$ cat config.mk
export PLATFORM = sky130hd
export DESIGN_NAME = nic_pkt_if
export DESIGN_NICKNAME = d
export VERILOG_FILES = /design/src/rtl/nic_pkg.sv /design/src/rtl/nic_pkt_buf.sv /design/src/rtl/nic_rx_queue.sv /design/src/rtl/nic_pkt_if.sv
export SDC_FILE = /design/constraint.sdc
export NUM_CORES = 2
export LEC_CHECK = 0
export BUFFER_PORTS_ARGS = -buffer_cell sky130_fd_sc_hd__buf_2
export CORE_UTILIZATION = 50
export CTS_BUF_LIST = sky130_fd_sc_hd__clkbuf_2
export DETAILED_ROUTE_END_ITERATION = 12
export GPL_TIMING_DRIVEN = 1
export PLACE_DENSITY = 0.65
export REMOVE_ABC_BUFFERS = 1
export SLEW_MARGIN = 0
export SYNTH_ARGS = -nofsm -noshare
export SYNTH_HDL_FRONTEND = slang
export SYNTH_HIERARCHICAL = 1
export SYNTH_SLANG_ARGS = --single-unit
$ cat constraint.sdc
create_clock -name clk -period 5.1 [get_ports clk]
set_input_delay 1.02 -clock clk [delete_from_list [all_inputs] [get_ports clk]]
set_output_delay 1.02 -clock clk [all_outputs]
set_load 0.02 [all_outputs]
$ cat src/rtl/nic_pkg.sv
package nic_pkg;

    typedef enum logic [1:0] {
        ST_IDLE  = 2'd0,
        ST_FETCH = 2'd1,
        ST_SEND  = 2'd2
    } nic_state_e;

    localparam logic [14:0] OFF_STATUS = 15'h4000;
    localparam logic [14:0] OFF_LEN    = 15'h4010;
    localparam logic [14:0] OFF_CMD    = 15'h4020;

    localparam logic [15:0] CMD_RECV = 16'h0000;
    localparam logic [15:0] CMD_SEND = 16'h0001;

    localparam int STAT_GOT  = 0;
    localparam int STAT_MORE = 1;

endpackage

$ cat src/rtl/nic_pkt_buf.sv
module nic_pkt_buf #(
    parameter int BUF_BYTES = 64,
    localparam int IDX_W = $clog2(BUF_BYTES)
) (
    input  logic             clk,
    input  logic             bus_we,
    input  logic [IDX_W-1:0] bus_idx,
    input  logic [7:0]       bus_wbyte,
    output logic [7:0]       bus_rbyte,
    input  logic             eng_we,
    input  logic [IDX_W-1:0] eng_idx,
    input  logic [7:0]       eng_wbyte,
    output logic [7:0]       eng_rbyte
);
    logic [7:0] mem_q [BUF_BYTES];

    // Engine writes win over the bus when both target the array.
    always_ff @(posedge clk) begin
        if (eng_we) begin
            mem_q[eng_idx] <= eng_wbyte;
        end else if (bus_we) begin
            mem_q[bus_idx] <= bus_wbyte;
        end
    end

    assign bus_rbyte = mem_q[bus_idx];
    assign eng_rbyte = mem_q[eng_idx];
endmodule

$ cat src/rtl/nic_rx_queue.sv
module nic_rx_queue #(
    parameter int BUF_BYTES = 64,
    parameter int RX_FRAMES = 2,
    localparam int IDX_W  = $clog2(BUF_BYTES),
    localparam int LEN_W  = $clog2(BUF_BYTES + 1),
    localparam int SLOT_W = (RX_FRAMES > 1) ? $clog2(RX_FRAMES) : 1,
    localparam int CNT_W  = $clog2(RX_FRAMES + 1)
) (
    input  logic             clk,
    input  logic             rst_n,
    input  logic             rx_valid,
    input  logic [7:0]       rx_data,
    input  logic             rx_last,
    input  logic             pop,
    input  logic [IDX_W-1:0] rd_idx,
    output logic [CNT_W-1:0] count,
    output logic             commit,
    output logic [LEN_W-1:0] head_len,
    output logic [7:0]       head_byte
);
    localparam logic [LEN_W-1:0]  BUF_LEN   = LEN_W'(BUF_BYTES);
    localparam logic [CNT_W-1:0]  FULL_CNT  = CNT_W'(RX_FRAMES);
    localparam logic [SLOT_W-1:0] LAST_SLOT = SLOT_W'(RX_FRAMES - 1);

    typedef struct packed {
        logic              in_frame;
        logic              drop;
        logic [LEN_W-1:0]  wcnt;
        logic [SLOT_W-1:0] wp;
        logic [SLOT_W-1:0] rp;
        logic [CNT_W-1:0]  count;
    } rxq_t;

    rxq_t r_q, r_d;
    logic [7:0]       mem_q  [RX_FRAMES][BUF_BYTES];
    logic [LEN_W-1:0] flen_q [RX_FRAMES];

    logic             first_beat, take, store;
    logic [LEN_W-1:0] final_len;

    always_comb begin
        r_d        = r_q;
        first_beat = rx_valid && !r_q.in_frame;
        take       = first_beat ? (r_q.count != FULL_CNT) : !r_q.drop;
        store      = rx_valid && take && (r_q.wcnt < BUF_LEN);
        commit     = rx_valid && rx_last && take;
        final_len  = (r_q.wcnt < BUF_LEN) ? r_q.wcnt + LEN_W'(1) : BUF_LEN;

        if (rx_valid) begin
            r_d.in_frame = !rx_last;
            r_d.drop     = rx_last ? 1'b0 : (first_beat ? !take : r_q.drop);
            if (rx_last) begin
                r_d.wcnt = '0;
            end else if (r_q.wcnt != BUF_LEN) begin
                r_d.wcnt = r_q.wcnt + LEN_W'(1);
            end
        end
        if (commit) begin
            r_d.wp = (r_q.wp == LAST_SLOT) ? '0 : r_q.wp + SLOT_W'(1);
        end
        if (pop) begin
            r_d.rp = (r_q.rp == LAST_SLOT) ? '0 : r_q.rp + SLOT_W'(1);
        end
        r_d.count = r_q.count + CNT_W'(commit) - CNT_W'(pop);
    end

    always_ff @(posedge clk) begin
        if (!rst_n) begin
            r_q <= '0;
        end else begin
            r_q <= r_d;
        end
    end

    always_ff @(posedge clk) begin
        if (store) begin
            mem_q[r_q.wp][r_q.wcnt[IDX_W-1:0]] <= rx_data;
        end
        if (commit) begin
            flen_q[r_q.wp] <= final_len;
        end
    end

    assign count     = r_q.count;
    assign head_len  = flen_q[r_q.rp];
    assign head_byte = mem_q[r_q.rp][rd_idx];

    // occupancy never passes the slot count
    assert_queue_bound_R10: assert property (@(posedge clk) disable iff (!rst_n)
        r_q.count <= FULL_CNT);

    // a frame only commits into a free slot
    assert_no_commit_when_full_R10: assert property (@(posedge clk) disable iff (!rst_n)
        commit |-> (r_q.count != FULL_CNT));
endmodule

$ cat src/rtl/nic_pkt_if.sv
module nic_pkt_if
    import nic_pkg::*;
#(
    parameter int BUF_BYTES = 64,
    parameter int RX_FRAMES = 2
) (
    input  logic        clk,
    input  logic        rst_n,
    input  logic [14:0] bus_addr,
    input  logic        bus_wr,
    input  logic        bus_rd,
    input  logic [15:0] bus_wdata,
    output logic [15:0] bus_rdata,
    output logic        irq,
    output logic        tx_valid,
    input  logic        tx_ready,
    output logic [7:0]  tx_data,
    output logic        tx_first,
    output logic        tx_last,
    input  logic        rx_valid,
    input  logic [7:0]  rx_data,
    input  logic        rx_last
);
    // BUF_BYTES: power of two, at most 8192
    localparam int IDX_W = $clog2(BUF_BYTES);
    localparam int LEN_W = $clog2(BUF_BYTES + 1);
    localparam int CNT_W = $clog2(RX_FRAMES + 1);
    localparam logic [LEN_W-1:0] BUF_LEN = LEN_W'(BUF_BYTES);
    localparam logic [15:0]      BUF_W16 = 16'(BUF_BYTES);
    localparam logic [13:0]      BUF_END = 14'(BUF_BYTES);

    typedef struct packed {
        nic_state_e       state;
        logic [LEN_W-1:0] cnt;
        logic [LEN_W-1:0] xfer;
        logic [15:0]      tx_len;
        logic [LEN_W-1:0] rx_len;
        logic [1:0]       status;
    } ctl_t;

    ctl_t c_q, c_d;

    logic             in_buf, hit_status, hit_len, hit_cmd;
    logic             cmd_wr, status_rd, pop, eng_we;
    logic [CNT_W-1:0] q_count;
    logic             q_commit;
    logic [LEN_W-1:0] q_head_len, send_len;
    logic [7:0]       q_head_byte, bus_rbyte, eng_rbyte;
    logic [IDX_W-1:0] eng_idx;

    assign in_buf     = !bus_addr[14] && (bus_addr[13:0] < BUF_END);
    assign hit_status = (bus_addr == OFF_STATUS);
    assign hit_len    = (bus_addr == OFF_LEN);
    assign hit_cmd    = (bus_addr == OFF_CMD);
    assign cmd_wr     = bus_wr && hit_cmd;
    assign status_rd  = bus_rd && hit_status;
    assign eng_idx    = c_q.cnt[IDX_W-1:0];
    assign send_len   = (c_q.tx_len > BUF_W16) ? BUF_LEN : c_q.tx_len[LEN_W-1:0];

    always_comb begin
        c_d    = c_q;
        pop    = 1'b0;
        eng_we = 1'b0;

        if (bus_wr && hit_len) begin
            c_d.tx_len = bus_wdata;
        end
        // Clear first so that bits set below in the same cycle survive.
        if (status_rd) begin
            c_d.status = 2'b00;
        end

        unique case (c_q.state)
            ST_IDLE: begin
                if (cmd_wr && bus_wdata == CMD_RECV) begin
                    if (q_count != '0) begin
                        c_d.state = ST_FETCH;
                        c_d.cnt   = '0;
                        c_d.xfer  = q_head_len;
                    end else begin
                        c_d.rx_len = '0;
                        if (q_commit) begin
                            c_d.status[STAT_MORE] = 1'b1;
                        end
                    end
                end else if (cmd_wr && bus_wdata == CMD_SEND && send_len != '0) begin
                    c_d.state = ST_SEND;
                    c_d.cnt   = '0;
                    c_d.xfer  = send_len;
                end
            end
            ST_FETCH: begin
                eng_we = 1'b1;
                if (c_q.cnt == c_q.xfer - LEN_W'(1)) begin
                    pop                  = 1'b1;
                    c_d.state            = ST_IDLE;
                    c_d.rx_len           = c_q.xfer;
                    c_d.status[STAT_GOT] = 1'b1;
                    if (q_count != CNT_W'(1) || q_commit) begin
                        c_d.status[STAT_MORE] = 1'b1;
                    end
                end else begin
                    c_d.cnt = c_q.cnt + LEN_W'(1);
                end
            end
            ST_SEND: begin
                if (tx_ready) begin
                    if (c_q.cnt == c_q.xfer - LEN_W'(1)) begin
                        c_d.state = ST_IDLE;
                    end else begin
                        c_d.cnt = c_q.cnt + LEN_W'(1);
                    end
                end
            end
            default: c_d.state = ST_IDLE;
        endcase
    end

    always_ff @(posedge clk) begin
        if (!rst_n) begin
            c_q <= '0;
        end else begin
            c_q <= c_d;
        end
    end

    nic_rx_queue #(.BUF_BYTES(BUF_BYTES), .RX_FRAMES(RX_FRAMES)) u_rxq (
        .clk       (clk),
        .rst_n     (rst_n),
        .rx_valid  (rx_valid),
        .rx_data   (rx_data),
        .rx_last   (rx_last),
        .pop       (pop),
        .rd_idx    (eng_idx),
        .count     (q_count),
        .commit    (q_commit),
        .head_len  (q_head_len),
        .head_byte (q_head_byte)
    );

    nic_pkt_buf #(.BUF_BYTES(BUF_BYTES)) u_buf (
        .clk       (clk),
        .bus_we    (bus_wr && in_buf),
        .bus_idx   (bus_addr[IDX_W-1:0]),
        .bus_wbyte (bus_wdata[7:0]),
        .bus_rbyte (bus_rbyte),
        .eng_we    (eng_we),
        .eng_idx   (eng_idx),
        .eng_wbyte (q_head_byte),
        .eng_rbyte (eng_rbyte)
    );

    always_comb begin
        bus_rdata = 16'h0000;
        if (in_buf) begin
            bus_rdata = {8'h00, bus_rbyte};
        end else if (hit_status) begin
            bus_rdata = {14'h0000, c_q.status};
        end else if (hit_len) begin
            bus_rdata = 16'(c_q.rx_len);
        end
    end

    assign irq      = |c_q.status;
    assign tx_valid = (c_q.state == ST_SEND);
    assign tx_data  = eng_rbyte;
    assign tx_first = tx_valid && (c_q.cnt == '0);
    assign tx_last  = tx_valid && (c_q.cnt == c_q.xfer - LEN_W'(1));

    // an idle status read with no command leaves the interrupt low next cycle
    assert_read_drops_irq_R6: assert property (@(posedge clk) disable iff (!rst_n)
        (status_rd && c_q.state == ST_IDLE && !cmd_wr) |=> !irq);

    // a stalled byte holds its value and markers
    assert_tx_hold_R7: assert property (@(posedge clk) disable iff (!rst_n)
        (tx_valid && !tx_ready) |=> (tx_valid && $stable(tx_data) && $stable(tx_last)));

    // an accepted send begins with the first-byte marker
    assert_send_starts_R7: assert property (@(posedge clk) disable iff (!rst_n)
        (c_q.state == ST_IDLE && cmd_wr && bus_wdata == CMD_SEND && c_q.tx_len != '0)
        |=> (tx_valid && tx_first));

    // a command during a send never starts a receive copy
    assert_busy_ignores_cmd_R9: assert property (@(posedge clk) disable iff (!rst_n)
        (c_q.state == ST_SEND && cmd_wr) |=> (c_q.state != ST_FETCH));
endmodule

==> impl_metrics.json <==
{
  "place.gp.congestion": 0.8558,
  "ys_ff_latch": 1605,
  "rsz0062_at_grt": "yes",
  "p_comb_share_pct": 3.1,
  "period_needed_ns": 5.223,
  "fin_crit_sh_pct": 102.4,
  "clkPwrFrac_pct": 35.0,
  "die-width_microns": 369.8,
  "cp_top_family": "compound AO/OA/AOI/OAI gates",
  "path_clk_slew_ns": 0.10,
  "port_buffers": 65,
  "wl_per_cell_microns": 29.07,
  "num_io_pins": 74,
  "root_buffer": "clkbuf_2",
  "cts_max_level": 5,
  "status": "finished with violations",
  "crit_path_start_kind": "flop",
  "hp-class": "in -> reg",
  "p_int_mw": 17.88,
  "hold_depth": 4,
  "antenna_found_initial": 2,
  "viasPerCell": 6.233,
  "tritoncts": "built",
  "synth-warning-count": 6,
  "setup_viol": 2,
  "area_delta_synth_final_pct": 11.88,
  "skew_ns": 0.1976,
  "yosysSeqAreaShare_pct": 70.45,
  "grt_usage_pct": 25.46,
  "end_kind": "output port",
  "synth_largest_area_cell": "edfxtp_1",
  "p_total_mw": 23.38,
  "crit_slowest_cell": "o211ai_1",
  "p_leak_nw": 23.91,
  "clkSinkCount": 1605,
  "firstDrtPassIters": 8,
  "syn_inst": 3330,
  "drt-total-wl_microns": 172000,
  "place_area_sq_mm": 0.07056,
  "dp.final_hpwl_microns": 105400,
  "start_util_pct": 50.55,
  "violations": "setup timing",
  "num_rows": 134,
  "fmax_mhz": 191.4,
  "die-area_sq_mm": 0.1367,
  "drtAntennaViolNets": 0,
  "path_max_fanout": 11,
  "hold_slack_ns": 0.3170,
  "drive_above_1_share_pct": 37.44,
  "synthTopCellsByCount": "edfxtp_1, mux4_2, nor2_1",
  "grt_remaining_overflow": 0,
  "power.density_mw_per_mm2": 309.0,
  "synthTopCellsByArea": "edfxtp_1, mux4_2, dfxtp_1, nor2_1, mux2i_1",
  "r2r_setup_slack_ns": 0.89,
  "path_class": "reg -> out",
  "stdcell_area_sq_mm": 0.07567,
  "worst_slew_pin_slew_ns": 1.145,
  "async_reset_ff_share_pct": 0,
  "ys.flop_type": "edfxtp_1",
  "setup_tns_ns": -0.2060,
  "grt_max_degree": 93,
  "netSwitchingPower_mw": 5.508,
  "timing.rr.end": "u_buf/mem_q[23][0]",
  "cts_buffer_depth": 4,
  "fin_nets": 3928,
  "cts_made_buffers": 405,
  "cpPeakStageDelay_ns": 0.63,
  "core_area_sq_mm": 0.1338,
  "clk-insertion-delay-late_ns": 1.78,
  "drv_cap": 0,
  "hold_viol": 0,
  "r2r_cells": 10,
  "vias": 36890,
  "worstPathCellList": "buf_12, buf_4, mux4_2, mux2i_1, mux2i_2, o211ai_1, o21ai_2, buf_6",
  "synth_top_area_share_pct": 68.82,
  "seqPwrFrac_pct": 61.9,
  "vdd_drop_max_v": 0.0002391,
  "syn_area_per_cell_sq_um": 20.31,
  "drv_slew": 0,
  "path_buf_inv": 3,
  "first_global_vias": 38200,
  "drcViolationCount": 0,
  "final_core_util_pct": 56.56,
  "hold_end": "u_rxq/r_q[9]",
  "setup_ws_ns": -0.1233,
  "r2r_start": "c_q[33]",
  "relSlewSlack_pct": 23.66,
  "die_y_microns": 369.8,
  "syn_area_sq_mm": 0.06763,
  "drt_iter0_drc": 4001,
  "synth_enable_flop_cells": 1550,
  "swShare_pct": 23.55,
  "synth.most_common_cell": "edfxtp_1",
  "hold_start": "rx_last",
  "grt_pass1_wl_microns": 253100,
  "synth_cell_types": 76,
  "arrival_ns": 4.20,
  "crit_required_ns": 4.08
}
## worst register-to-register path, stage by stage, from the launching register on
cell and delay (ns):
dfxtp_4 0.50, buf_4 0.17, buf_8 0.18, buf_12 0.45, mux4_2 0.57, mux4_2 0.56, mux4_2 0.54, mux2_2 0.32
nand2_1 0.09, nand2_2 0.05, buf_4 0.34
## timing repair
item                                    4_1_cts  5_1_grt
pin swaps                                     9        9
resized for setup                            52       28
endpoints found under the hold margin       849        0
hold buffers                                 76        0
endpoints found under the setup margin       14        9
gates cloned                                  7        3
setup buffers                                22        8
## sequential cells by signal, indices dropped and copies added, names as in the netlist, named ones only
register	count
u_buf/mem_q	512
c_q	41
u_rxq/r_q	11
u_rxq/count	2
u_rxq/flen_q	14
u_rxq/mem_q	1024
## power by group through the flow
stage | Combinational, mW | Sequential [mW] | Clock (mW)
finish | 0.724 | 14.5 | 8.19
global route | 0.765 | 14.5 | 9.04
CTS | 0.723 | 14.5 | 8.43
detailed placement | 0.692 | 14.8 | 0
global placement | 0.661 | 14.8 | 0
floorplan | 0.263 | 14.8 | 0
## kinds of logic after synthesis
family                     Yosys count  share of synthesized area (%)
other                                1                       0.005545
and+or+nand+nor                    553                          3.726
AOI/OAI and AO/OA                  205                          2.183
buffers and inverters              243                          1.783
muxes                              697                          21.46
DFF                               1605                          70.45
xor gates and xnor gates            16                         0.2072
adders and majority gates           10                         0.1850
## per-layer routing
layer  vias to the layer above  routed length (microns)  global-route usage (%)
met3                       380                    14190                   4.997
li1                      15270                        -                       -
met2                      2019                    86790                   41.88
met1                     19220                    64730                   33.40
met4                         0                     6306                   10.64
met5                         -                        0                       0
## how the worst max path moves through the flow
stage                 from           endpoint  slack (ns)  cells past startpoint
6_report           c_q[32]         tx_data[0]       -0.12                      8
5_1_grt            c_q[32]         tx_data[3]       -0.29                      8
4_1_cts            c_q[32]         tx_data[3]       -0.32                      8
3_5_place_dp   bus_addr[0]       bus_rdata[2]        0.26                      9
3_3_place_gp   bus_addr[0]       bus_rdata[2]        0.22                      9
2_1_floorplan         flop  u_buf/mem_q[0][0]       -8.56                      6
## per-stage QoR
| step | worst slack [ns] | cells |
|---|---|---|
| 2_1_floorplan | -8.557 | 3116 |
| 3_3_place_gp | 0.2204 | 5117 |
| 3_5_place_dp | 0.2581 | 5117 |
| 4_1_cts | -0.3156 | 5900 |
| 5_1_grt | -0.2937 | 5916 |
| 6_report | -0.1233 | 5918 |
## final cells by class
cell class                      instances  area [sq um]
Antenna cell                            7         17.52
Timing Repair Buffer                  349          3274
Clock buffer                          575          2878
Sequential cell                      1605         47670
Multi-Input combinational cell       1489         19030
Fill cell                           10070         58130
Inverter                               22         85.08
Clock inverter                        103         501.7
Tap cell                             1768          2212
## placed cells by master (no fill, tap or decap), types with 8 or more instances in the layout
cell type / count
mux2i_2: 11
mux4_2: 596
nor2b_1: 20
a32oi_1: 17
nand2_2: 12
nand3_1: 54
nand2_1: 140
edfxtp_1: 1550
nor2_1: 232
dlygate4sd3_1: 76
buf_2: 49
a21boi_0: 29
mux2i_1: 59
buf_16: 9
nand2b_1: 19
or3_1: 8
ha_1: 10
buf_6: 8
o21ai_1: 11
a22oi_1: 10
mux2_2: 26
dfxtp_1: 49
conb_1: 8
clkinv_2: 8
o21ai_0: 22
and2_1: 13
a21oi_1: 22
buf_12: 13
clkbuf_2: 575
clkinv_1: 89
buf_4: 181
inv_1: 21
nor3_1: 8
a22o_1: 12
xnor2_1: 9
(Power assumes the default switching activity.)
